--- src/rtl/ffseq_pkg.sv ---
package ffseq_pkg;

  typedef enum logic [1:0] {
    TST_ZERO    = 2'd0,
    TST_NONZERO = 2'd1,
    TST_NEG     = 2'd2,
    TST_POS     = 2'd3
  } test_sel_e;

  typedef enum logic [1:0] {
    ST_IDLE = 2'd0,
    ST_RUN  = 2'd1,
    ST_FIN  = 2'd2
  } seq_state_e;

endpackage

--- src/rtl/ffseq_elem_alu.sv ---
module ffseq_elem_alu
  import ffseq_pkg::*;
#(
  parameter int DATA_W = 16
) (
  input  logic [DATA_W-1:0] op_a,
  input  logic [DATA_W-1:0] op_b,
  input  test_sel_e         sel,
  output logic [DATA_W-1:0] sum,
  output logic              hit
);

  function automatic logic [DATA_W-1:0] elem_sum(input logic [DATA_W-1:0] a,
                                                 input logic [DATA_W-1:0] b);
    return a + b;
  endfunction

  function automatic logic test_hit(input logic [DATA_W-1:0] r, input test_sel_e s);
    logic is_zero;
    logic is_neg;
    is_zero = (r == '0);
    is_neg  = r[DATA_W-1];
    case (s)
      TST_ZERO:    return is_zero;
      TST_NONZERO: return !is_zero;
      TST_NEG:     return is_neg;
      default:     return !is_neg && !is_zero;
    endcase
  endfunction

  assign sum = elem_sum(op_a, op_b);
  assign hit = test_hit(sum, sel);

endmodule

--- src/rtl/ffseq_addr_gen.sv ---
module ffseq_addr_gen #(
  parameter int ADDR_W = 5,
  parameter int VL_W   = 5,
  parameter int NPORT  = 3
) (
  input  logic [NPORT-1:0][ADDR_W-1:0] bases,
  input  logic [VL_W-1:0]              idx,
  output logic [NPORT-1:0][ADDR_W-1:0] addrs
);

  function automatic logic [ADDR_W-1:0] offset_addr(input logic [ADDR_W-1:0] b,
                                                    input logic [VL_W-1:0]   i);
    logic [ADDR_W+VL_W-1:0] wide;
    wide = (ADDR_W+VL_W)'(b) + (ADDR_W+VL_W)'(i);
    return wide[ADDR_W-1:0];
  endfunction

  for (genvar p = 0; p < NPORT; p++) begin : g_port
    assign addrs[p] = offset_addr(bases[p], idx);
  end

endmodule

--- src/rtl/ffseq_loop_ctrl.sv ---
module ffseq_loop_ctrl
  import ffseq_pkg::*;
#(
  parameter int VL_W = 5
) (
  input  logic            clk,
  input  logic            rst_n,
  input  logic            start,
  input  logic [VL_W-1:0] vl_in,
  input  logic            ff_en,
  input  logic            elem_hit,
  output logic            accept,
  output logic [VL_W-1:0] idx,
  output logic            elem_active,
  output logic            elem_commit,
  output logic [VL_W-1:0] vl_final,
  output logic            done,
  output logic            busy
);

  seq_state_e      state;
  logic [VL_W-1:0] vl_lim;
  logic            ff_q;
  logic            stop_fail;
  logic            last_elem;

  assign accept      = start && (state == ST_IDLE);
  assign elem_active = (state == ST_RUN);
  assign stop_fail   = elem_active && ff_q && elem_hit;
  assign last_elem   = elem_active && (idx == vl_lim - VL_W'(1));
  assign elem_commit = elem_active && !stop_fail;
  assign done        = (state == ST_FIN);
  assign busy        = (state != ST_IDLE);

  always_ff @(posedge clk or negedge rst_n) begin
    if (!rst_n) begin
      state    <= ST_IDLE;
      vl_lim   <= '0;
      ff_q     <= 1'b0;
      idx      <= '0;
      vl_final <= '0;
    end else begin
      case (state)
        ST_IDLE: begin
          if (start) begin
            vl_lim <= vl_in;
            ff_q   <= ff_en;
            idx    <= '0;
            if (vl_in == '0) begin
              vl_final <= '0;
              state    <= ST_FIN;
            end else begin
              state <= ST_RUN;
            end
          end
        end
        ST_RUN: begin
          if (stop_fail) begin
            vl_final <= idx;
            state    <= ST_FIN;
          end else if (last_elem) begin
            vl_final <= vl_lim;
            state    <= ST_FIN;
          end else begin
            idx <= idx + VL_W'(1);
          end
        end
        default: state <= ST_IDLE;
      endcase
    end
  end

  // index advances by exactly one between consecutive elements
  assert_idx_step_R1: assert property (@(posedge clk) disable iff (!rst_n)
    (elem_active && !stop_fail && !last_elem) |=> (elem_active && idx == $past(idx) + VL_W'(1)));

  // a failing element ends the loop with length equal to its index
  assert_vl_truncate_R3: assert property (@(posedge clk) disable iff (!rst_n)
    stop_fail |=> (done && vl_final == $past(idx)));

  // final length never exceeds the requested length
  assert_vl_bound_R6: assert property (@(posedge clk) disable iff (!rst_n)
    done |-> (vl_final <= vl_lim));

  // zero length finishes on the next clock
  assert_zero_vl_R7: assert property (@(posedge clk) disable iff (!rst_n)
    (accept && vl_in == '0) |=> (done && vl_final == '0));

  // done lasts a single cycle
  assert_done_pulse_R8: assert property (@(posedge clk) disable iff (!rst_n)
    done |=> !done);

  // final length is held while idle
  assert_vl_hold_R8: assert property (@(posedge clk) disable iff (!rst_n)
    (!busy && !start) |=> $stable(vl_final));

endmodule

--- src/rtl/ffseq_top.sv ---
module ffseq_top
  import ffseq_pkg::*;
#(
  parameter int DATA_W = 16,
  parameter int ADDR_W = 5,
  parameter int VL_W   = 5
) (
  input  logic              clk,
  input  logic              rst_n,
  input  logic              start,
  input  logic [VL_W-1:0]   vl_in,
  input  logic              ff_en,
  input  logic [1:0]        test_sel,
  input  logic [ADDR_W-1:0] ra_base,
  input  logic [ADDR_W-1:0] rb_base,
  input  logic [ADDR_W-1:0] rt_base,
  output logic [ADDR_W-1:0] rd_a_addr,
  output logic [ADDR_W-1:0] rd_b_addr,
  input  logic [DATA_W-1:0] rd_a_data,
  input  logic [DATA_W-1:0] rd_b_data,
  output logic              wr_en,
  output logic [ADDR_W-1:0] wr_addr,
  output logic [DATA_W-1:0] wr_data,
  output logic [VL_W-1:0]   vl_out,
  output logic              done,
  output logic              busy
);

  localparam int NPORT = 3;
  localparam int P_A   = 0;
  localparam int P_B   = 1;
  localparam int P_T   = 2;

  logic                          accept;
  logic [VL_W-1:0]               idx;
  logic                          elem_active;
  logic                          elem_commit;
  logic                          elem_hit;
  logic [DATA_W-1:0]             elem_sum;
  test_sel_e                     sel_q;
  logic [NPORT-1:0][ADDR_W-1:0]  base_q;
  logic [NPORT-1:0][ADDR_W-1:0]  addr_vec;

  always_ff @(posedge clk or negedge rst_n) begin
    if (!rst_n) begin
      sel_q  <= TST_ZERO;
      base_q <= '0;
    end else if (accept) begin
      sel_q       <= test_sel_e'(test_sel);
      base_q[P_A] <= ra_base;
      base_q[P_B] <= rb_base;
      base_q[P_T] <= rt_base;
    end
  end

  ffseq_loop_ctrl #(.VL_W(VL_W)) u_ctrl (
    .clk         (clk),
    .rst_n       (rst_n),
    .start       (start),
    .vl_in       (vl_in),
    .ff_en       (ff_en),
    .elem_hit    (elem_hit),
    .accept      (accept),
    .idx         (idx),
    .elem_active (elem_active),
    .elem_commit (elem_commit),
    .vl_final    (vl_out),
    .done        (done),
    .busy        (busy)
  );

  ffseq_addr_gen #(.ADDR_W(ADDR_W), .VL_W(VL_W), .NPORT(NPORT)) u_addr (
    .bases (base_q),
    .idx   (idx),
    .addrs (addr_vec)
  );

  ffseq_elem_alu #(.DATA_W(DATA_W)) u_alu (
    .op_a (rd_a_data),
    .op_b (rd_b_data),
    .sel  (sel_q),
    .sum  (elem_sum),
    .hit  (elem_hit)
  );

  assign rd_a_addr = addr_vec[P_A];
  assign rd_b_addr = addr_vec[P_B];
  assign wr_addr   = addr_vec[P_T];
  assign wr_data   = elem_sum;
  assign wr_en     = elem_commit;

  // nothing is written once the loop has finished
  assert_no_write_after_R4: assert property (@(posedge clk) disable iff (!rst_n)
    done |-> !wr_en);

  // writes only occur inside a loop
  assert_idle_quiet_R7: assert property (@(posedge clk) disable iff (!rst_n)
    !busy |-> !wr_en);

  // the write carries the sum of the two read ports
  assert_write_data_R2: assert property (@(posedge clk) disable iff (!rst_n)
    wr_en |-> (wr_data == DATA_W'(rd_a_data + rd_b_data)));

endmodule

--- config.mk ---
export PLATFORM = sky130hd
export DESIGN_NAME = ffseq_top
export DESIGN_NICKNAME = d
export VERILOG_FILES = /design/src/rtl/ffseq_pkg.sv /design/src/rtl/ffseq_elem_alu.sv /design/src/rtl/ffseq_addr_gen.sv /design/src/rtl/ffseq_loop_ctrl.sv /design/src/rtl/ffseq_top.sv
export SDC_FILE = /design/constraint.sdc
export NUM_CORES = 1
export LEC_CHECK = 0
export BUFFER_PORTS_ARGS = -buffer_cell sky130_fd_sc_hd__buf_2
export CAP_MARGIN = 20
export CORE_MARGIN = 1.5
export CORE_UTILIZATION = 50
export CTS_CLUSTER_DIAMETER = 40
export DETAILED_ROUTE_END_ITERATION = 6
export PLACE_DENSITY = 0.79
export SETUP_SLACK_MARGIN = 0.15
export SLEW_MARGIN = 20
export SYNTH_ARGS = -nofsm -noshare
export SYNTH_HDL_FRONTEND = slang
export SYNTH_SLANG_ARGS = --single-unit
export TNS_END_PERCENT = 10
--- constraint.sdc ---
create_clock -name clk -period 5.2 [get_ports clk]
set_clock_uncertainty 0.1 [all_clocks]
set_input_delay 0.78 -clock clk [delete_from_list [all_inputs] [get_ports clk]]
set_output_delay 0.78 -clock clk [all_outputs]
set_load 0.05 [all_outputs]
## After elaboration in Yosys (flattened, before gate mapping)

Cells that the tools add are included.

- Flip-flop bits (word level): 35
- Output and inout port bits: 39
- Input port bits: 58
- Logic and storage cells: 59

- Reductions and logical operators: 19
- Add/subtract/negate cells: 6
- Equality and inequality tests: 10
- Muxes and demuxes: 15

Operators with widths:

| cell | count |
|---|---|
| 2-to-1 mux 5 bit | 7 |
| one-hot mux 5 bit (2 select lines) | 2 |
| adder 16 bit | 1 |
| logical NOT 16 bit | 1 |
| adder 5 bit | 3 |
| 2-to-1 mux 2 bit | 4 |
| != test 2 bit (second input constant) | 4 |
| AND reduction 4 bit | 2 |
| logical AND 1 bit | 6 |
| adder 5 x 1 -> 5 bit (second input constant) | 1 |
| == test 5 bit | 1 |
| logical NOT 5 bit | 1 |
| subtractor 5 x 1 -> 5 bit (second input constant) | 1 |
| == test 2 x 1 -> 1 bit (second input constant) | 2 |
| == test 2 bit (second input constant) | 2 |
| logical NOT 2 bit | 2 |
| one-hot mux 2 bit (2 select lines) | 1 |
| AND reduction 2 bit | 2 |
| nonzero test 2 bit | 2 |
| logical NOT 1 bit | 3 |
| != test 3 bit (second input constant) | 1 |
| one-hot mux 1 bit (3 select lines) | 1 |

## Depth between registers and ports, before layout

- Word-level depth: 8
- Depth in mapped cells: 11
- Gate-level depth less buffers: 11

## Modules after synthesis

Synthesis repeated with hierarchy kept, for this count alone.

- Cell total of the unflattened synthesis: 303
- Area, all modules: 2981.6 µm²

By module, submodules not included:

| module | area each (µm²) | seq. area each (µm²) | times used | cells an instance |
|---|---|---|---|---|
| ffseq_loop_ctrl | 980.9 | 450.4 | 1 | 101 |
| ffseq_elem_alu | 857.1 | 0.0 | 1 | 111 |
| ffseq_top | 685.7 | 425.4 | 1 | 36 |
| ffseq_addr_gen | 457.9 | 0.0 | 1 | 55 |

## Worst setup path after synthesis

No wires, ideal clock.

- Kind: input -> output
- From: input rd_a_data[0]
- To: output wr_en
- Stages: 10
- Path buffers: 0
- Path slack: -360 ps
- Arrival time: 4680 ps
- Required time: 4320 ps
- Path through: ha_1 fa_1 a21o_2 a221oi_4 xnor2_1 or4_1 or4_4 nor4_2 nor3_1 nor2b_1

- Cells in the longest elaborated chain, start to end: 8
- Elaborated cells on any way between the ends: 9
- Those cells by class: add/sub: 1; mux: 1; reduce/logical: 7

Ends and longest elaborated chain:

| what | RTL line | text |
|---|---|---|
| from (decl) | ffseq_top.sv:19 | `input logic [DATA_W-1:0] rd_a_data,` |
| adder 16 bit (*) | ffseq_elem_alu.sv:15 | `return a + b;` |
| net wr_data[6] | ffseq_top.sv:23 | `output logic [DATA_W-1:0] wr_data,` |
| logical NOT 16 bit (*) | ffseq_elem_alu.sv:21 | `is_zero = (r == '0);` |
| logical NOT 1 bit | ffseq_elem_alu.sv:25, ffseq_elem_alu.sv:27 |  |
| logical AND 1 bit | ffseq_elem_alu.sv:27 | `default: return !is_neg && !is_zero;` |
| one-hot mux 1 bit (3 select lines) (*) | ffseq_elem_alu.sv:23 | `case (s)` |
| logical AND 1 bit (*) | ffseq_loop_ctrl.sv:29 | `assign stop_fail = elem_active && ff_q && elem_hit;` |
| logical NOT 1 bit (*) | ffseq_loop_ctrl.sv:31 | `assign elem_commit = elem_active && !stop_fail;` |
| logical AND 1 bit (*) | ffseq_loop_ctrl.sv:31 |  |
| to (decl) | ffseq_top.sv:21 | `output logic wr_en,` |

Mark *: on every way through the listed nets, which the timed path passes. The rest lies on a longest branch.

## Final worst setup path

- From: input rd_a_data[0]
- To: output wr_en

- Cells in the longest elaborated chain, start to end: 8
- Elaborated cells on any way between the ends: 9
- Those cells by class: add/sub: 1; mux: 1; reduce/logical: 7

Ends and longest elaborated chain:

| what | RTL line |
|---|---|
| adder 16 bit (*) | ffseq_elem_alu.sv:15 |
| logical NOT 16 bit | ffseq_elem_alu.sv:21 |
| logical NOT 1 bit | ffseq_elem_alu.sv:25, ffseq_elem_alu.sv:27 |
| logical AND 1 bit | ffseq_elem_alu.sv:27 |
| one-hot mux 1 bit (3 select lines) (*) | ffseq_elem_alu.sv:23 |
| logical AND 1 bit (*) | ffseq_loop_ctrl.sv:29 |
| logical NOT 1 bit (*) | ffseq_loop_ctrl.sv:31 |
| logical AND 1 bit (*) | ffseq_loop_ctrl.sv:31 |

Every way passes the cells marked *; elsewhere a longest branch is shown, timed or not.

==> metrics <==
DRC=0; part of the power in registers=20.3%; Synth cell types=60; initial core utilization=51.9%; cts-stage hold buffer count=0; grt met2 use=40.9%; Final TNS setup=0 ns; Post-synth EDFFs=0; CTS tree=yes; crit path DAT=4.01 ns; syn_area_per_cell=around 9.6 um2; clk sink count=35; met1 Usage GRT=30.1%; Final Max Slew Viols=0; final WL=7250 um; maximum vdd drop=0.606 mV; Die Footprint=6620 um2; cell area after synthesis=3070 um2; Post-Syn Nets=412; antenna viol nets, final=0; initial antenna violation count=0; CORE AREA=5920 um2; Net Switching=about 1.5 mW; Yosys warnings=0; RSZ-0062 raised after global routing=false; Synth Flop Type=dfrtp_1; LEAKAGE=1.86 nW; top cells by area, synth=dfrtp_1 29%, ha_1 12%, mux2_2 8.1%; final core utilization=63.5%; H-tree lvl count=2; Yosys top cell by area=dfrtp_1; design internal power=about 1.1 mW; vias in the first global route=2714; Worst setup SP type=primary input; global-route usage over all layers=between 20% and 30%; IO Count=97; busiest layer in global routing=met2; Comb power frac=70.1%; CP Capture Type=output port; clock buffer depth=2; gr ovfl total=0; max cap viols=0; Die H=81.4 um; clk slew on worst S/H paths=0.07 ns; clock share of power=9.6%; Net Sw Frac=a little under three fifths; Vias=2747; routability cong.=0.893; number of port buffers=96; final period demand of the worst path=approximately 4.9 ns; WL/cell=14.7 um; Seq/Total Area, Yosys=28.5%; met3 usage=3.93%; Worst slew margin=47.2%; P&R area growth vs syn=22.5%; clock latency on the worst-skew pair=around 0.3 ns; Fin. Hold Viols=0; die width=81.4 um; iteration count of the initial detailed-routing pass=4; Final Hold Slack=0.411 ns; Vias/cell=5.56; outcome=completed; post-DP HPWL=5810 um; layout cells sized above 1=37.5%; Achievable Freq=0.205 GHz; global-route wire length before repair=between 10000 and 15000 um; CP Class=in2out; Root Driver=clkbuf_8; maximum fanout count along the critical path=3; fin crit share=94.0%; worst slew pin tran=0.792 ns; PwrDens=690 nW/um2; required time of the critical path=~4.3 ns; Seq cells post-synth=35; Hold WC Path Type=reg2reg; # rows=28; Cells after Synth=between 300 and 400; Antenna Cells=0; largest net degree at the start of global routing=36; Total Nets Final=509; top-area cell type share of the netlist area=between 20% and 30%; number of buffers created by CTS=5; FF-to-FF setup slack=2.67 ns; Async SR Flop Fraction=100%; final setup fails=0; DR iter-0 viols=171
timing repair:
action	CTS	global route
pin swaps	1	3
endpoints found under the setup margin	1	1
setup buffers	0	1
resized for setup	0	2
cells in the final DEF, fill, tap and decap left out, drive strengths merged, types with 3 or more instances in the layout:
cell type and count:
a21o 12, ha 29, mux2 22, nand2 24, buf 100, a21oi 24, o21ai 18, nor2 15
a211oi 4, clkbuf 6, fa 4, o2bb2ai 5, xnor2 18, dfrtp 35, or3 6, a2111oi 3
nand4 5, xor2 11, inv 20, a22o 3, nor2b 6, and2 4, nor3 4, and4 3
or4 3
power by group through the flow:
stage	registers, mW	logic [mW]	clock network (mW)
floorplan	0.542	1.43	0
global placement	0.521	1.77	0
detailed placement	0.530	1.81	0
CTS	0.526	1.83	0.255
global route	0.547	1.96	0.268
finish	0.526	1.82	0.249
registers in the layout, summed over array words and instances, names as in the netlist:
register and flops:
u_ctrl.vl_lim 5, u_ctrl.idx 5, u_ctrl.vl_final 5, u_ctrl.state 2, base_q 15, sel_q 2, u_ctrl.ff_q 1
path summary, 6_finish.rpt:
path,from,endpoint,cells after the start
max reg2reg,u_ctrl.vl_lim[0]$_DFFE_PN0P_,u_ctrl.vl_final[4]$_DFFE_PN0P_,10
min reg2reg,u_ctrl.vl_final[4]$_DFFE_PN0P_,u_ctrl.vl_final[4]$_DFFE_PN0P_,1
min in group asynchronous,rst_n,u_ctrl.vl_lim[4]$_DFFE_PN0P_,1
min,u_ctrl.vl_final[4]$_DFFE_PN0P_,u_ctrl.vl_final[4]$_DFFE_PN0P_,1
max in group asynchronous,rst_n,base_q[3]$_DFFE_PN0P_,1
max,rd_a_data[0],wr_en,12
cell usage after synthesis, drive strengths merged (9+ instances only):
library cell  number
clkbuf             9
mux2              22
nand2             24
ha                29
dfrtp             35
o21ai             18
xnor2             18
a21oi             24
xor2              11
a21o              12
inv               20
nor2              15
per-stage QoR:
stage | std cells | total power [mW] | setup slack, ns | cell area (um2)
3_3_place_gp | 485 | 2.29 | 0.222 | 3640
4_1_cts | 493 | 2.61 | 0.206 | 3750
5_1_grt | 494 | 2.78 | 0.165 | 3760
3_5_place_dp | 485 | 2.35 | 0.154 | 3640
6_report | 494 | 2.60 | 0.310 | 3760
2_1_floorplan | 321 | 1.97 | 0.163 | 3110
worst max-delay path: stages:
cell	delay [ns]
buf_2	0.10
ha_1	0.23
fa_2	0.36
a21o_2	0.26
a221oi_4	0.30
xnor2_2	0.09
or4_1	0.53
or4_4	0.46
o41a_1	0.38
nor3_4	0.27
nor2b_4	0.05
clkbuf_4	0.21
cell families (layout without fill, tap and decap cells):
| family | Yosys count | count (layout) | synth area share (%) |
|---|---|---|---|
| AOI/OAI and AO/OA | 88 | 88 | 20.7 |
| and+or+nand+nor | 83 | 83 | 14.9 |
| DFF | 35 | 35 | 28.5 |
| adders and majority gates | 33 | 33 | 14.4 |
| buffers and inverters | 31 | 129 | 5.05 |
| xor gates and xnor gates | 29 | 29 | 8.27 |
| muxes | 22 | 22 | 8.07 |
metal layers:
layer	part of all wire (%)	wire length (um)
met1	43	3140
met2	51	3670
met3	4.8	348
met4	1.1	81
met5	0	0
cell type report:
type                       instances  area [um2]
tap                               75        93.8
fill                             509        2160
timing repair buffer             101         520
inverter                          20        75.1
multi-input combinational        255        2080
sequential                        35         876
clock inverter                     3        43.8
clock buffer                       5        68.8
No activity file was read; power rests on OpenSTA's default activity.
